$ cat src/rtl/circ_agen_pkg.sv
// Shared definitions for the circular address generator.
package circ_agen_pkg;
    // Which context field a configuration write targets
    typedef enum logic [1:0] {
        CFG_BASE = 2'd0,
        CFG_LEN  = 2'd1,
        CFG_STEP = 2'd2,
        CFG_MODE = 2'd3
    } cfg_sel_e;
endpackage

$ cat src/rtl/circ_agen_ctx.sv
// One buffer context: stores base, length, step code, bit-reverse enable
// and the element offset (pointer). Assumes LEN_W <= ADDR_W.
module circ_agen_ctx
    import circ_agen_pkg::*;
#(
    parameter int ADDR_W = 16,
    parameter int LEN_W  = 8
) (
    input  logic              clk,
    input  logic              rst_n,
    input  logic              wr_en,
    input  cfg_sel_e          wr_sel,
    input  logic [ADDR_W-1:0] wr_data,
    input  logic              adv,
    output logic [ADDR_W-1:0] base_o,
    output logic [LEN_W-1:0]  len_o,
    output logic [1:0]        step_o,
    output logic              brev_o,
    output logic [LEN_W-1:0]  ptr_o
);
    logic [LEN_W:0]   inc;
    logic [LEN_W-1:0] ptr_next;

    // Next offset after one element, wrapping to zero at the buffer end
    always_comb begin
        inc      = {1'b0, ptr_o} + {{LEN_W{1'b0}}, 1'b1};
        ptr_next = (inc >= {1'b0, len_o}) ? '0 : inc[LEN_W-1:0];
    end

    // Configuration fields; a base write resets the pointer
    always_ff @(posedge clk) begin
        if (!rst_n) begin
            base_o <= '0;
            len_o  <= '0;
            step_o <= '0;
            brev_o <= 1'b0;
        end else if (wr_en) begin
            case (wr_sel)
                CFG_BASE: base_o <= wr_data;
                CFG_LEN:  len_o  <= wr_data[LEN_W-1:0];
                CFG_STEP: step_o <= wr_data[1:0];
                CFG_MODE: brev_o <= wr_data[0];
                default:  ;
            endcase
        end
    end

    // Pointer post-modify; a base write takes priority over an access
    always_ff @(posedge clk) begin
        if (!rst_n) begin
            ptr_o <= '0;
        end else if (wr_en && (wr_sel == CFG_BASE)) begin
            ptr_o <= '0;
        end else if (adv) begin
            ptr_o <= ptr_next;
        end
    end
endmodule

$ cat src/rtl/circ_agen_map.sv
// Combinational address formation for the selected context: optional
// bit reversal of the offset over log2(length) bits, scaling by the step
// and addition of the base. Assumes offset < length.
module circ_agen_map #(
    parameter int ADDR_W = 16,
    parameter int LEN_W  = 8
) (
    input  logic              req,
    input  logic [ADDR_W-1:0] base,
    input  logic [LEN_W-1:0]  len,
    input  logic [1:0]        step,
    input  logic              brev,
    input  logic [LEN_W-1:0]  ptr,
    output logic [ADDR_W-1:0] addr,
    output logic              err
);
    localparam int LG_W = $clog2(LEN_W + 1);

    logic              is_pow2;
    logic [LG_W-1:0]   lg;
    logic [LG_W:0]     rshift;
    logic [LEN_W-1:0]  rev_full;
    logic [LEN_W-1:0]  rev_off;
    logic [LEN_W-1:0]  off;
    logic [1:0]        shamt;

    // Power-of-two test and log2 of the length
    always_comb begin
        is_pow2 = (len != '0) && ((len & (len - 1'b1)) == '0);
        lg      = '0;
        for (int i = 0; i < LEN_W; i++) begin
            if (len[i]) lg = LG_W'(i);
        end
    end

    // Mirror the offset over the full width, then drop the unused low bits
    always_comb begin
        for (int i = 0; i < LEN_W; i++) begin
            rev_full[i] = ptr[LEN_W-1-i];
        end
        rshift  = (LG_W+1)'(LEN_W) - {1'b0, lg};
        rev_off = rev_full >> rshift;
    end

    // Final address and error flag
    always_comb begin
        off   = (brev && is_pow2) ? rev_off : ptr;
        shamt = (step == 2'd3) ? 2'd2 : step;
        addr  = base + (ADDR_W'(off) << shamt);
        err   = req && brev && !is_pow2;
    end
endmodule

$ cat src/rtl/circ_agen.sv
// Top level: NUM_CTX independent circular buffer contexts with a shared
// configuration port and a single access port. The address is combinational
// from acc_idx; the pointer update lands on the next clock edge.
module circ_agen
    import circ_agen_pkg::*;
#(
    parameter int ADDR_W  = 16,
    parameter int LEN_W   = 8,
    parameter int NUM_CTX = 8,
    localparam int IDX_W  = (NUM_CTX > 1) ? $clog2(NUM_CTX) : 1
) (
    input  logic              clk,
    input  logic              rst_n,
    input  logic              cfg_we,
    input  logic [IDX_W-1:0]  cfg_idx,
    input  logic [1:0]        cfg_sel,
    input  logic [ADDR_W-1:0] cfg_data,
    input  logic              acc_req,
    input  logic [IDX_W-1:0]  acc_idx,
    output logic [ADDR_W-1:0] acc_addr,
    output logic              acc_err
);
    logic [NUM_CTX-1:0][ADDR_W-1:0] ctx_base;
    logic [NUM_CTX-1:0][LEN_W-1:0]  ctx_len;
    logic [NUM_CTX-1:0][1:0]        ctx_step;
    logic [NUM_CTX-1:0]             ctx_brev;
    logic [NUM_CTX-1:0][LEN_W-1:0]  ctx_ptr;
    cfg_sel_e                       sel_e;

    assign sel_e = cfg_sel_e'(cfg_sel);

    // One storage context per buffer
    for (genvar g = 0; g < NUM_CTX; g++) begin : g_ctx
        circ_agen_ctx #(.ADDR_W(ADDR_W), .LEN_W(LEN_W)) u_ctx (
            .clk     (clk),
            .rst_n   (rst_n),
            .wr_en   (cfg_we && (cfg_idx == IDX_W'(g))),
            .wr_sel  (sel_e),
            .wr_data (cfg_data),
            .adv     (acc_req && (acc_idx == IDX_W'(g))),
            .base_o  (ctx_base[g]),
            .len_o   (ctx_len[g]),
            .step_o  (ctx_step[g]),
            .brev_o  (ctx_brev[g]),
            .ptr_o   (ctx_ptr[g])
        );
    end

    // Address computation for the context named by acc_idx
    circ_agen_map #(.ADDR_W(ADDR_W), .LEN_W(LEN_W)) u_map (
        .req  (acc_req),
        .base (ctx_base[acc_idx]),
        .len  (ctx_len[acc_idx]),
        .step (ctx_step[acc_idx]),
        .brev (ctx_brev[acc_idx]),
        .ptr  (ctx_ptr[acc_idx]),
        .addr (acc_addr),
        .err  (acc_err)
    );
endmodule

$ cat config.mk
export PLATFORM = sky130hd
export DESIGN_NAME = circ_agen
export DESIGN_NICKNAME = d
export VERILOG_FILES = /design/src/rtl/circ_agen_pkg.sv /design/src/rtl/circ_agen_ctx.sv /design/src/rtl/circ_agen_map.sv /design/src/rtl/circ_agen.sv
export SDC_FILE = /design/constraint.sdc
export NUM_CORES = 1
export LEC_CHECK = 0
export CAP_MARGIN = 15
export CORE_UTILIZATION = 43
export DETAILED_ROUTE_END_ITERATION = 6
export PLACE_DENSITY = 0.57
export SETUP_SLACK_MARGIN = 0.05
export SLEW_MARGIN = 20
export SYNTH_ARGS = -nofsm -noshare
export SYNTH_HDL_FRONTEND = slang
export SYNTH_SLANG_ARGS = --single-unit
$ cat constraint.sdc
create_clock -name clk -period 18.6 [get_ports clk]
set_input_delay 3.72 -clock clk [delete_from_list [all_inputs] [get_ports clk]]
set_output_delay 3.72 -clock clk [all_outputs]
set_load 0.02 [all_outputs]
==> summary by stage <==
Setup path
Among all stages on the critical path, the largest delay is contributed by sky130_fd_sc_hd__buf_4. The logic depth of the worst register-to-register path is 12. STA classifies the critical path endpoint as an output pin. The setup check on the worst reg-to-reg path leaves a slack of between 15 and 20 ns. The worst setup path is launched from an input pin.

Data on the critical path arrives at its endpoint at ~12 ns. In this design, the critical path's most frequently occurring cell is sky130_fd_sc_hd__o21ai_0. Of all nets on the critical path, the largest fanout is 43. Grouping stages by cell kind, the critical path spends the most delay in compound AO/OA/AOI/OAI gates. For the worst setup path, the data required time is ~15 ns. The number of gates on the worst path with buffers counted is 26. For this run, the slowest stage of the critical path takes 0.75 ns.

The type of the setup path with the least slack is in -> out. Together, buffers and inverters on the worst path number 4.

Floorplanning
The standard-cell row count is 72. between 40 and 50 I/O pins were placed. The overall die width is around 200 microns. The floorplan step defined a core boundary enclosing a little under 0.04 sq mm. The die boundary height is between 200 and 250 microns. For this configuration, the core starts out at a cell density of 0.437. The die area is about 0.04 sq mm.

Placed design
Port buffering added 44 buffers. The HPWL after detailed placement is 35.5 mm. The routability congestion estimate from global placement is ~0.88.

Yosys
The post-synthesis instance area is 0.0169 sq mm. The area share of and/or/nand/nor cells after synthesis is 0.214. Synthesis produced between 2000 and 2500 cells. The biggest area consumer among synthesized cells is sky130_fd_sc_hd__dfxtp_1. The share of the Yosys chip area taken by registers is 0.331. The most instantiated flip-flop cell in the synthesis netlist is sky130_fd_sc_hd__dfxtp_1. The mean post-synth cell area is roughly 8.5 sq um. The adder-cell area share of the yosys netlist is 0.0632.

The main combinational cell family by area after synthesis is simple AND/OR/NAND/NOR gates. The portion of netlist area occupied by mux cells is 0.138. The post-synthesis share of cell area spent on xor and xnor gates is 0.0305. Yosys attributes the largest share of cell area to sky130_fd_sc_hd__dfxtp_1 33%, sky130_fd_sc_hd__nand2_1 10%, sky130_fd_sc_hd__mux4_2 8.1%. After synthesis, the most frequently instantiated cells are 456 x sky130_fd_sc_hd__nand2_1, 280 x sky130_fd_sc_hd__dfxtp_1, 170 x sky130_fd_sc_hd__a21boi_0, 95 x sky130_fd_sc_hd__inv_1, 91 x sky130_fd_sc_hd__nand3_1.

The cell with the most instances after synthesis is sky130_fd_sc_hd__nand2_1. The yosys synthesis warning count is 0. The synthesized net count is ~2100. In the synthesized netlist the async set-or-reset flop fraction comes to 0. The number of enable flip-flop cells after synthesis is 0. The register bit total from synthesis is 280.

The netlist uses 66 different library cells. The compound-gate portion of the synthesized area came to 0.170. Of the post-synthesis cell area, the dominant cell type holds 0.331.

Power and ir drop
Overall power consumption after layout is estimated at 1.39 mW. The power density of the placed cells is approximately 74 mW/mm^2. VDD sags by at most around 0.000073 V. The leakage power is between 6 and 7 nW.

Global route
In the global route stage, met1 resource usage came out at 0.338. The initial antenna violation count came to 0. The busiest layer in global routing is met2.

The pin count of the biggest net entering global routing is 120. The via count of the first global-routing pass is between 10000 and 15000. The global routing usage on met2 is 0.428.

The total global-route track usage is 0.260. The overall overflow remaining after global route is 0. The met3 track demand over resource in global routing is 0.0417. The first-pass GRT wire length is between 80 and 90 mm.

Timing
The final critical-path share of the clock period is 0.830. The number of hold-slack violations in the final timing report is 0. Measured against its own limit, the worst slew margin works out to 0.250. The largest clock skew in the final design is between 0.01 and 0.015 ns. Setup violations remaining at the end of the flow were counted as 0. The minimum period implied by the final worst setup slack is approximately 15 ns. For the pin with the worst max-slew slack, the measured transition is 1.12 ns.

The count of pins over their slew limit is 0. Setup repair after global routing left no endpoint under its margin. Based on the critical path, the design can be clocked at up to around 65 MHz.

Setup total negative slack on the finished layout was measured at 0 ns. The smallest hold slack is roughly 0.46 ns.

Clocking
The number of buffers created by CTS is 35. The later pin in the worst-skew pair is clocked with a latency of 0.54 ns. The buffer depth of the longest clock path is 3. The hold buffer count at CTS is 0. The count of buffers added by post-CTS timing repair for setup is 0. Post-CTS repair changed the size of 0 cells. After clock tree synthesis, the clock-pin slew on the worst setup and hold paths is approximately 0.05 ns. The root buffer cell is sky130_fd_sc_hd__clkbuf_16.

The deepest level of the CTS H-tree is 2. For this design, the sink count on the clock tree is 280. The clock tree from TritonCTS is built.

Finish
The filler cell count is approximately 3800. The fraction of layout cells with a size suffix above 1 is 0.0814. The total area of sequential cells is 0.00561 sq mm. Relative to the synthesized area, the layout overhead comes to 11.0%. Summing all multi-input logic gate instances after layout gives approximately 0.010 sq mm. At the end of the flow the core is filled with cells to 0.485. The antenna diode instance count is 0. The final-stage net count is approximately 2100.

Route
In the routed design, unresolved DRC markers number 0. The total iterations of the first detailed-routing run is 5. The wire length reported by the detailed router is 52.0 mm. Using the TritonRoute via totals, the vias-per-cell ratio works out to 5.69. For this block, the initial DRC count from the detailed router was just over 900.

The antenna violation net count after detailed routing is 0. The via count is 14400. The average routed wire per standard cell is roughly 21 microns.

Hold path
Along the worst hold path, the cell count comes to 2. The kind of path behind the tightest hold check is reg -> reg.

Job
The number of violations of the max-capacitance limit is 0.

Run status
The flow ran to the end, and the final reports show no timing, DRC or antenna violations.
[stage by stage]
step / setup WS (ns) / instance area, sq um / std cells
after floorplan: 5.37 / 16900 / 2002
after global placement: 3.32 / 17700 / 2471
after detailed placement: 3.20 / 17700 / 2471
after CTS: 3.18 / 18800 / 2532
after global routing: 2.41 / 18800 / 2532
final: 3.15 / 18800 / 2532
[where the power goes]
group	internal [mW]	total (mW)	switching (mW)
clock network	0.405	0.675	0.270
registers	0.603	0.606	0.00243
logic	0.0392	0.110	0.0703
total	1.05	1.39	0.342
[cells by family (layout without fill, tap and decap cells)]
kind of cell / after synthesis / count (layout)
XOR/XNOR: 59 / 59
AO/OA/AOI/OAI: 414 / 414
AND/OR/NAND/NOR: 803 / 803
buffers and inverters: 210 / 222
flip-flops: 280 / 280
adder cells (fa/ha/maj): 85 / 85
other: 1 / 1
multiplexers: 150 / 150
[state kept, by name, summed over array words and instances, names as in the netlist]
register,flops
g_ctx.u_ctx.step_o,16
g_ctx.u_ctx.len_o,64
g_ctx.u_ctx.brev_o,8
g_ctx.u_ctx.ptr_o,64
g_ctx.u_ctx.base_o,128
[placed cells by master (no fill, tap or decap), drive strengths merged, types with 12 or more instances in the layout]
| cell | Yosys | routed |
|---|---|---|
| mux2i | 80 | 80 |
| nand2b | 15 | 15 |
| o22ai | 12 | 12 |
| inv | 96 | 96 |
| a21boi | 170 | 170 |
| nand2 | 457 | 457 |
| or3 | 16 | 16 |
| buf | 34 | 25 |
| clkdlybuf4s50 | 0 | 40 |
| a31oi | 20 | 20 |
| nor2b | 61 | 61 |
| and3 | 14 | 14 |
| a21o | 44 | 44 |
| xor2 | 21 | 21 |
| nand4 | 12 | 12 |
| ha | 84 | 84 |
| dfxtp | 280 | 280 |
| mux4 | 64 | 64 |
| clkbuf | 80 | 56 |
| nor3 | 23 | 23 |
| nand3 | 91 | 91 |
| a21oi | 51 | 51 |
| and2 | 21 | 21 |
| o21ai | 52 | 52 |
| nor2 | 65 | 65 |
| xnor2 | 38 | 38 |
[final timing paths]
| check | to | from |
|---|---|---|
| max | acc_addr[14] | acc_idx[0] |
| min | g_ctx[1].u_ctx.base_o[14] | g_ctx[1].u_ctx.base_o[14] |
| max reg2reg | g_ctx[6].u_ctx.ptr_o[2] | g_ctx[6].u_ctx.ptr_o[0] |
| min reg2reg | g_ctx[1].u_ctx.base_o[14] | g_ctx[1].u_ctx.base_o[14] |
[area by class of cell]
| class | instances | area share |
|---|---|---|
| clock buffer | 56 | 0.0567 |
| clock inverter | 5 | 0.00279 |
| multi-input combinational | 1512 | 0.557 |
| timing repair buffer | 65 | 0.0311 |
| tap | 518 | 0.0345 |
| sequential | 280 | 0.298 |
| inverter | 96 | 0.0194 |
[metal layers]
metal	up-vias	part of all wire
li1	6944	-
met3	119	0.060
met5	-	0
met2	450	0.47
met1	6901	0.44
met4	0	0.040
[tightest hold or removal path: stages (launching register included)]
cell	delay (ns)
sky130_fd_sc_hd__dfxtp_1	0.30
sky130_fd_sc_hd__nand2_1	0.04
sky130_fd_sc_hd__a21boi_0	0.06
(Power assumes the default switching activity.)
